<file path="config.mk">
export PLATFORM = sky130hd
export DESIGN_NAME = xp_exp_scaler
export DESIGN_NICKNAME = d
export VERILOG_FILES = /design/src/rtl/xps_pkg.sv /design/src/rtl/xps_lzc.sv /design/src/rtl/xps_ctrl.sv /design/src/rtl/xps_datapath.sv /design/src/rtl/xp_exp_scaler.sv
export SDC_FILE = /design/constraint.sdc
export NUM_CORES = 1
export LEC_CHECK = 0
export ABC_AREA = 1
export BUFFER_PORTS_ARGS = -buffer_cell sky130_fd_sc_hd__buf_2
export CAP_MARGIN = 25
export CORE_UTILIZATION = 50
export DETAILED_ROUTE_END_ITERATION = 8
export PLACE_DENSITY_LB_ADDON = 0.25
export SYNTH_ARGS = -nofsm -noshare
export SYNTH_HDL_FRONTEND = slang
export SYNTH_SLANG_ARGS = --single-unit
</file>
<file path="constraint.sdc">
create_clock -name clk -period 1.5 [get_ports clk]
set_clock_uncertainty 0.15 [all_clocks]
set_input_delay 0.075 -clock clk [delete_from_list [all_inputs] [get_ports clk]]
set_output_delay 0.075 -clock clk [all_outputs]
set_load 0.02 [all_outputs]
</file>
<file path="src/rtl/xps_pkg.sv">
package xps_pkg;
  // Operand format
  parameter int EXP_W = 15;
  parameter int SIG_W = 64;
  // Widest integer taken from B before the exponent is forced to saturate
  parameter int INT_BITS = 17;
  // Distance pushed beyond the exponent range for out-of-window B
  parameter int SAT_MARGIN = 24577;

  localparam int WORD_W = 1 + EXP_W + SIG_W;
  localparam int EW     = EXP_W + 5;           // signed working exponent
  localparam int SH_W   = $clog2(SIG_W);
  localparam int LZ_W   = $clog2(SIG_W) + 1;

  localparam logic [EXP_W-1:0] EXP_TOP  = '1;
  localparam logic [EXP_W-1:0] BIAS     = EXP_W'((1 << (EXP_W - 1)) - 1);
  localparam logic [EXP_W-1:0] SAT_EXP  = EXP_W'(int'(BIAS) + INT_BITS - 1);
  localparam logic [EXP_W-1:0] SH_BASE  = EXP_W'(int'(BIAS) + SIG_W - 1);

  typedef struct packed {
    logic load;
  } xpsStrobeT;
endpackage

</file>
<file path="src/rtl/xps_lzc.sv">
module xps_lzc #(
  parameter int W  = 64,
  parameter int CW = $clog2(W) + 1
) (
  input  logic [W-1:0]  val,
  output logic [CW-1:0] count
);
  // Highest set bit wins because later iterations overwrite earlier ones
  always_comb begin
    count = CW'(W);
    for (int i = 0; i < W; i++) begin
      if (val[i]) count = CW'(W - 1 - i);
    end
  end
endmodule

</file>
<file path="src/rtl/xps_ctrl.sv">
module xps_ctrl
  import xps_pkg::*;
(
  input  logic      clk,
  input  logic      rstN,
  input  logic      inValid,
  output xpsStrobeT strobe,
  output logic      outValid
);
  assign strobe.load = inValid;

  always_ff @(posedge clk or negedge rstN) begin
    if (!rstN) outValid <= 1'b0;
    else       outValid <= inValid;
  end

  AST_VALID_FOLLOWS: assert property (@(posedge clk) disable iff (!rstN)
    inValid |=> outValid);
  AST_VALID_QUIET: assert property (@(posedge clk) disable iff (!rstN)
    !inValid |=> !outValid);
endmodule

</file>
<file path="src/rtl/xps_datapath.sv">
module xps_datapath
  import xps_pkg::*;
(
  input  logic              clk,
  input  logic              rstN,
  input  xpsStrobeT         strobe,
  input  logic [WORD_W-1:0] opA,
  input  logic [WORD_W-1:0] opB,
  output logic [WORD_W-1:0] result,
  output logic              flagInv,
  output logic              flagOvf,
  output logic              flagUnf
);
  localparam logic signed [EW-1:0] TOP_S   = EW'(int'(EXP_TOP));
  localparam logic signed [EW-1:0] FORCE_HI = EW'(int'(EXP_TOP) + SAT_MARGIN);
  localparam logic signed [EW-1:0] FORCE_LO = EW'(-SAT_MARGIN);
  localparam logic [SIG_W-1:0]     QUIET_BIT = SIG_W'(1) << (SIG_W - 2);

  logic             aSign, bSign;
  logic [EXP_W-1:0] aExp, bExp;
  logic [SIG_W-1:0] aSig, bSig;
  logic             aNaN, bNaN, aInf, bInf, aZero, aSub;
  logic [LZ_W-1:0]  lzCount;
  logic [SIG_W-1:0] normSig;
  logic signed [EW-1:0] normExp, intMag, scaledExp;
  logic [SH_W-1:0]  shAmt;

  logic [WORD_W-1:0] nxtResult;
  logic              nxtInv, nxtOvf, nxtUnf;

  assign {aSign, aExp, aSig} = opA;
  assign {bSign, bExp, bSig} = opB;

  assign aNaN  = (aExp == EXP_TOP) && (|aSig[SIG_W-2:0]);
  assign bNaN  = (bExp == EXP_TOP) && (|bSig[SIG_W-2:0]);
  assign aInf  = (aExp == EXP_TOP) && !(|aSig[SIG_W-2:0]);
  assign bInf  = (bExp == EXP_TOP) && !(|bSig[SIG_W-2:0]);
  assign aZero = (aExp == '0) && (aSig == '0);
  assign aSub  = (aExp == '0) && (aSig != '0);

  xps_lzc #(.W(SIG_W), .CW(LZ_W)) i_lzc (
    .val   (aSig),
    .count (lzCount)
  );

  // Normalisation of a subnormal A
  always_comb begin
    if (aSub) begin
      normSig = aSig << lzCount;
      normExp = EW'(1) - $signed(EW'(lzCount));
    end else begin
      normSig = aSig;
      normExp = $signed(EW'(aExp));
    end
  end

  // Integer part of B by right shift inside the window
  assign shAmt  = SH_W'(SH_BASE - bExp);
  assign intMag = $signed(EW'(bSig >> shAmt));

  always_comb begin
    if (bExp > SAT_EXP)  scaledExp = bSign ? FORCE_LO : FORCE_HI;
    else if (bSign)      scaledExp = normExp - intMag;
    else                 scaledExp = normExp + intMag;
  end

  // Priority resolution of special operands, then range saturation
  always_comb begin
    nxtResult = '0;
    nxtInv    = 1'b0;
    nxtOvf    = 1'b0;
    nxtUnf    = 1'b0;
    if (aNaN || bNaN) begin
      nxtResult = (aNaN ? opA : opB) | {{(1 + EXP_W){1'b0}}, QUIET_BIT};
      nxtInv    = (aNaN && !aSig[SIG_W-2]) || (bNaN && !bSig[SIG_W-2]);
    end else if (bInf) begin
      nxtResult = {1'b0, EXP_TOP, {SIG_W{1'b1}}};
      nxtInv    = 1'b1;
    end else if (aInf) begin
      nxtResult = {aSign, EXP_TOP, {SIG_W{1'b0}}};
    end else if (aZero) begin
      nxtResult = {aSign, {(EXP_W + SIG_W){1'b0}}};
    end else if (bExp < BIAS) begin
      nxtResult = opA;
    end else if (scaledExp >= TOP_S) begin
      nxtResult = {aSign, EXP_TOP, {SIG_W{1'b0}}};
      nxtOvf    = 1'b1;
    end else if (scaledExp <= 0) begin
      nxtResult = {aSign, {(EXP_W + SIG_W){1'b0}}};
      nxtUnf    = 1'b1;
    end else begin
      nxtResult = {aSign, scaledExp[EXP_W-1:0], normSig};
    end
  end

  always_ff @(posedge clk or negedge rstN) begin
    if (!rstN) begin
      result  <= '0;
      flagInv <= 1'b0;
      flagOvf <= 1'b0;
      flagUnf <= 1'b0;
    end else if (strobe.load) begin
      result  <= nxtResult;
      flagInv <= nxtInv;
      flagOvf <= nxtOvf;
      flagUnf <= nxtUnf;
    end
  end

  AST_OVF_GIVES_INF: assert property (@(posedge clk) disable iff (!rstN)
    flagOvf |-> (result[WORD_W-2 -: EXP_W] == EXP_TOP) && (result[SIG_W-1:0] == '0));
  AST_UNF_GIVES_ZERO: assert property (@(posedge clk) disable iff (!rstN)
    flagUnf |-> (result[WORD_W-2:0] == '0));
  AST_INV_GIVES_QNAN: assert property (@(posedge clk) disable iff (!rstN)
    flagInv |-> (result[WORD_W-2 -: EXP_W] == EXP_TOP) && result[SIG_W-2]);
  AST_SINGLE_FLAG: assert property (@(posedge clk) disable iff (!rstN)
    $countones({flagInv, flagOvf, flagUnf}) <= 1);
  AST_HOLD_IDLE: assert property (@(posedge clk) disable iff (!rstN)
    !strobe.load |=> $stable(result) && $stable({flagInv, flagOvf, flagUnf}));
  AST_SMALL_B_PASS: assert property (@(posedge clk) disable iff (!rstN)
    strobe.load && !aNaN && !bNaN && !bInf && !aInf && !aZero && (bExp < BIAS)
      |=> (result == $past(opA)));
endmodule

</file>
<file path="src/rtl/xp_exp_scaler.sv">
module xp_exp_scaler
  import xps_pkg::*;
(
  input  logic              clk,
  input  logic              rstN,
  input  logic              inValid,
  input  logic [WORD_W-1:0] opA,
  input  logic [WORD_W-1:0] opB,
  output logic              outValid,
  output logic [WORD_W-1:0] result,
  output logic              flagInvalid,
  output logic              flagOverflow,
  output logic              flagUnderflow
);
  xpsStrobeT strobe;

  xps_ctrl i_ctrl (
    .clk      (clk),
    .rstN     (rstN),
    .inValid  (inValid),
    .strobe   (strobe),
    .outValid (outValid)
  );

  xps_datapath i_datapath (
    .clk     (clk),
    .rstN    (rstN),
    .strobe  (strobe),
    .opA     (opA),
    .opB     (opB),
    .result  (result),
    .flagInv (flagInvalid),
    .flagOvf (flagOverflow),
    .flagUnf (flagUnderflow)
  );
endmodule

</file>
==> results of run 1 <==
[cells by family after synthesis]
group,after synthesis,synth area share
simple gates,1681,0.446
compound gates,706,0.239
fa+ha+maj,24,0.0193
flops,84,0.131
buf+inv,440,0.109
xor+xnor,37,0.0207
mux,55,0.0344
[repair_timing]
action / 4_1_cts
hold buffers: 2
buffers inserted: 33
gates cloned: 5
hold endpoints to repair: 85
pin swaps: 48
setup endpoints to repair: 83
resized for setup: 126
[stage by stage]
step	TNS, ns	std cells
detailed placement	-546.44	4167
floorplan	-468.90	3027
CTS	-500.18	4221
global placement	-526.52	4167
[per-layer routing]
layer,GRT usage,GRT overflow
met1,0.719,6
met2,0.888,50
met3,0.449,4
met4,0.594,31
met5,0.201,0
[synth_stat cells, types with 21 or more instances]
| cell type | n | share of area |
|---|---|---|
| a21oi_1 | 272 | 0.085 |
| buf_1 | 27 | 0.0063 |
| buf_2 | 26 | 0.0081 |
| clkbuf_1 | 141 | 0.033 |
| dfrtp_1 | 84 | 0.13 |
| ha_1 | 23 | 0.018 |
| inv_1 | 220 | 0.052 |
| mux2i_1 | 55 | 0.034 |
| nand2_1 | 946 | 0.22 |
| nand3_1 | 483 | 0.15 |
| nand4_1 | 25 | 0.0098 |
| nor2_1 | 164 | 0.039 |
| nor4_1 | 24 | 0.0094 |
| o211ai_1 | 31 | 0.015 |
| o21ai_0 | 299 | 0.094 |
| o21ai_1 | 22 | 0.0069 |
| o22ai_1 | 21 | 0.0082 |
| xor2_1 | 27 | 0.015 |
==> metrics, run 1 <==
initial core utilization=0.508; #FFs+latches synth=84; Cells after Synth=3027; routability cong.=1.09; IO buf count=246; Synth Flop Type=dfrtp_1; Yosys Warn Count=0; Root Buffer Master=clkbuf_16; CTS sink cnt=84; outcome=stopped before the end; GRT Overall Usage=0.677; Die Y=181 microns; number of synthesized flops with an enable pin=0; chip width=181 microns; Run Error=[ERROR GRT-0232] Routing congestion too high. Check the congestion heatmap in the GUI.; Max Root-Sink Buffers=2; Post-Syn Area=approximately 0.016 sq mm; DP HPWL=67200 microns; total congestion overflow=91; largest net degree at the start of global routing=76; asr flop ratio synth=1.00; pre-CTS setup slack=-6.87 ns; Num CTS Buffers=9; H-tree depth=3; Exit stage=global routing (5_1_grt); num rows=65; Post-Place Cell Area=0.0227 sq mm; io pins=247; register area share after synthesis=0.131; mean post-synth cell area=about 5.3 sq um; Net Count, Synth=approximately 3200; Netlist cell types=56
==> run 2: changes to the inputs <==
CORE_UTILIZATION = 35   (was 50)
PLACE_DENSITY_LB_ADDON = 0.15   (was 0.25)
==> metrics, run 2 <==
WHS Endpoint=i_datapath.result[77]; ANT nets after route=0; worst setup path class=primary input to flop; total congestion overflow=0; die area=0.0465 sq mm; top area cells in the synthesized netlist=nand2_1, nand3_1, dfrtp_1; GRT Overall Usage=0.390; Synth area leader=nand2_1; chip width=approximately 220 microns; via count=25300; P_leak=roughly 0.013 uW; fin util=0.544; hold_sp=opA[77]; # setup viols final=83; FILL cells=4641; setup slack, reg-to-reg=0.58 ns; outcome=complete, but fails checks; Critical Path Fanout Max=6; share of post-route cells with drive strength above 1=0.301; Post-Synth XOR/XNOR Area=0.0207; CP peak stage delay=0.38 ns; Max Root-Sink Buffers=2; worst rel slew slack=0.348; Reg2Reg Capture Point=i_datapath.result[18]; Syn-to-layout area delta=51.9%; core area=0.0446 sq mm; Crit path required time=roughly 1.7 ns; CP arrival=8.12 ns; most frequent cells in the layout=nand2_1, buf_4, nand3_1, o21ai_0, buf_2; CP Capture Type=flop; commonest non-fill, non-tap cell in the layout=nand2_1; fin nets=a little over 4000; antenna violations before repair=0; RSZ-0062 raised after global routing=true; mean routed wirelength per cell=21.0 microns; worst path buffer plus inverter count=11; top cell type's share of synthesized area=0.222; post-synthesis mux area share=0.0344; hold path depth=4; initial core utilization=0.358; asr flop ratio synth=1.00; Die Y=around 220 microns; H-tree depth=3; Post-Syn Area=around 0.016 sq mm; register area share after synthesis=0.131; CP Launch Type=primary input; min Tclk post-route=7.97 ns; mean post-synth cell area=5.28 sq um; reg-to-reg critical path startpoint=i_datapath.result[18]; number of global-route vias before repair=between 20000 and 25000; Worst-path clk slew=~0.07 ns; Synth Flop Type=dfrtp_1; Synth Area in Compound Gates=0.239; num rows=77; Synth Area in Simple Gates=0.446; Yosys Warn Count=0; Clock Latency Late Sink=about 0.37 ns; worst hold path class=primary input to flop; IO buf count=between 200 and 250; CTS tree=done; Netlist cell types=56; number of synthesized flops with an enable pin=0; Num CTS Buffers=9; synth cell count leaders=nand2_1, nand3_1, o21ai_0, a21oi_1, inv_1; routability cong.=1.03; Post-Place Cell Area=0.0231 sq mm; Max Slew Vio Count=0; Slowest-stage cell, CP=a311oi_1; Adder-Cell Fraction of Synth Area=0.0193; failing checks=setup timing; io pins=247; fin crit share=5.32; Largest register FFs=80; # DRC=0; Hold Violations, Final=0; count leader, synth=nand2_1; Net Count, Synth=3214; final WL=around 93000 microns; first-pass GRT wire length=140000 microns; #FFs+latches synth=between 80 and 90; Final WS setup=-6.47 ns; Root Buffer Master=clkbuf_16; vias per cell=~5.7; Pwr Density=around 700 mW/mm^2; fmax=125 MHz; FF-to-FF path depth=2; ant diodes=0; Initial DRC Count=2808; CTS sink cnt=84; maxcap violations=0; Max IR drop VDD=0.503 mV; worst slew pin tran=0.978 ns; Cells after Synth=3027; DP HPWL=74900 microns; largest net degree at the start of global routing=91; largest family of logic cells by synthesized area=simple AND/OR/NAND/NOR gates; most used cell, CP=nand2_1; post-route cell area=about 0.024 sq mm; CP delay by family, top=simple AND/OR/NAND/NOR gates; Biggest register=i_datapath.result; Initial DRT Pass Iterations=8
-- run 2: kinds of logic after synthesis --
logic type	after synthesis
simple gates	1681
compound gates	706
buf+inv	440
flops	84
mux	55
xor+xnor	37
fa+ha+maj	24
-- run 2: repair_timing --
action                                  CTS  global route
hold endpoints to repair                 88             0
hold buffers                              6             0
buffers inserted                         30             5
pin swaps                                20            42
gates cloned                              3             1
resized for setup                        98            54
endpoints found under the setup margin   83            97
-- run 2: worst max path at each step --
stage	startpoint	to	slack [ns]	depth (start not counted)
after floorplan	opA[1]	i_datapath.result[15]	-5.92	105
after global placement	opA[1]	i_datapath.result[15]	-6.79	102
after detailed placement	opA[1]	i_datapath.result[8]	-6.81	102
after CTS	opA[1]	i_datapath.result[27]	-6.30	103
after global routing	opA[1]	i_datapath.result[36]	-7.50	103
final	opA[1]	i_datapath.result[36]	-6.47	74
-- run 2: power breakdown --
group | internal, uW | leakage, uW | total [uW] | switching, uW
Sequential | 2570 | 0.000956 | 2820 | 245
Combinational | 5210 | 0.0116 | 11800 | 6570
Clock | 1480 | 0.000155 | 2560 | 1080
Total | 9260 | 0.0127 | 17200 | 7890
-- run 2: area by class of cell --
type	count	area, sq um	area share
Tap cell	592	741	0.0305
Sequential cell	84	2100	0.0865
Inverter	235	917	0.0378
Clock buffer	10	229	0.00943
Multi-Input combinational cell	2503	12700	0.523
Clock inverter	6	96.3	0.00397
Timing Repair Buffer	1011	7490	0.308
-- run 2: worst register-to-register path: cells and delay by family, from the launching register on --
kind / cells / cell delay, ns
flops: 1 / 0.41
compound gates: 2 / 0.25
-- run 2: per-stage QoR --
stage | setup slack (ns) | power [uW] | setup TNS [ns] | hold WS [ns] | cells
after floorplan | -5.92 | 8040 | -468.90 | -0.371 | 3027
after global placement | -6.79 | 13200 | -544.67 | -0.179 | 4381
after detailed placement | -6.81 | 13300 | -545.29 | -0.173 | 4381
after CTS | -6.30 | 16700 | -501.64 | 0.0177 | 4436
after global routing | -7.50 | 18200 | -597.49 | 0.0364 | 4441
final | -6.47 | 17200 | -514.74 | 0.0323 | 4441
-- run 2: metal layers --
metal / routed length (microns) / track usage / up-vias
met3: 8450 / 0.0502 / 190
met1: 39300 / 0.530 / 11900
met4: 4130 / 0.160 / 0
li1: - / - / 11900
met2: 41500 / 0.618 / 1360
met5: 0 / 0 / -
(Power assumes the default switching activity.)
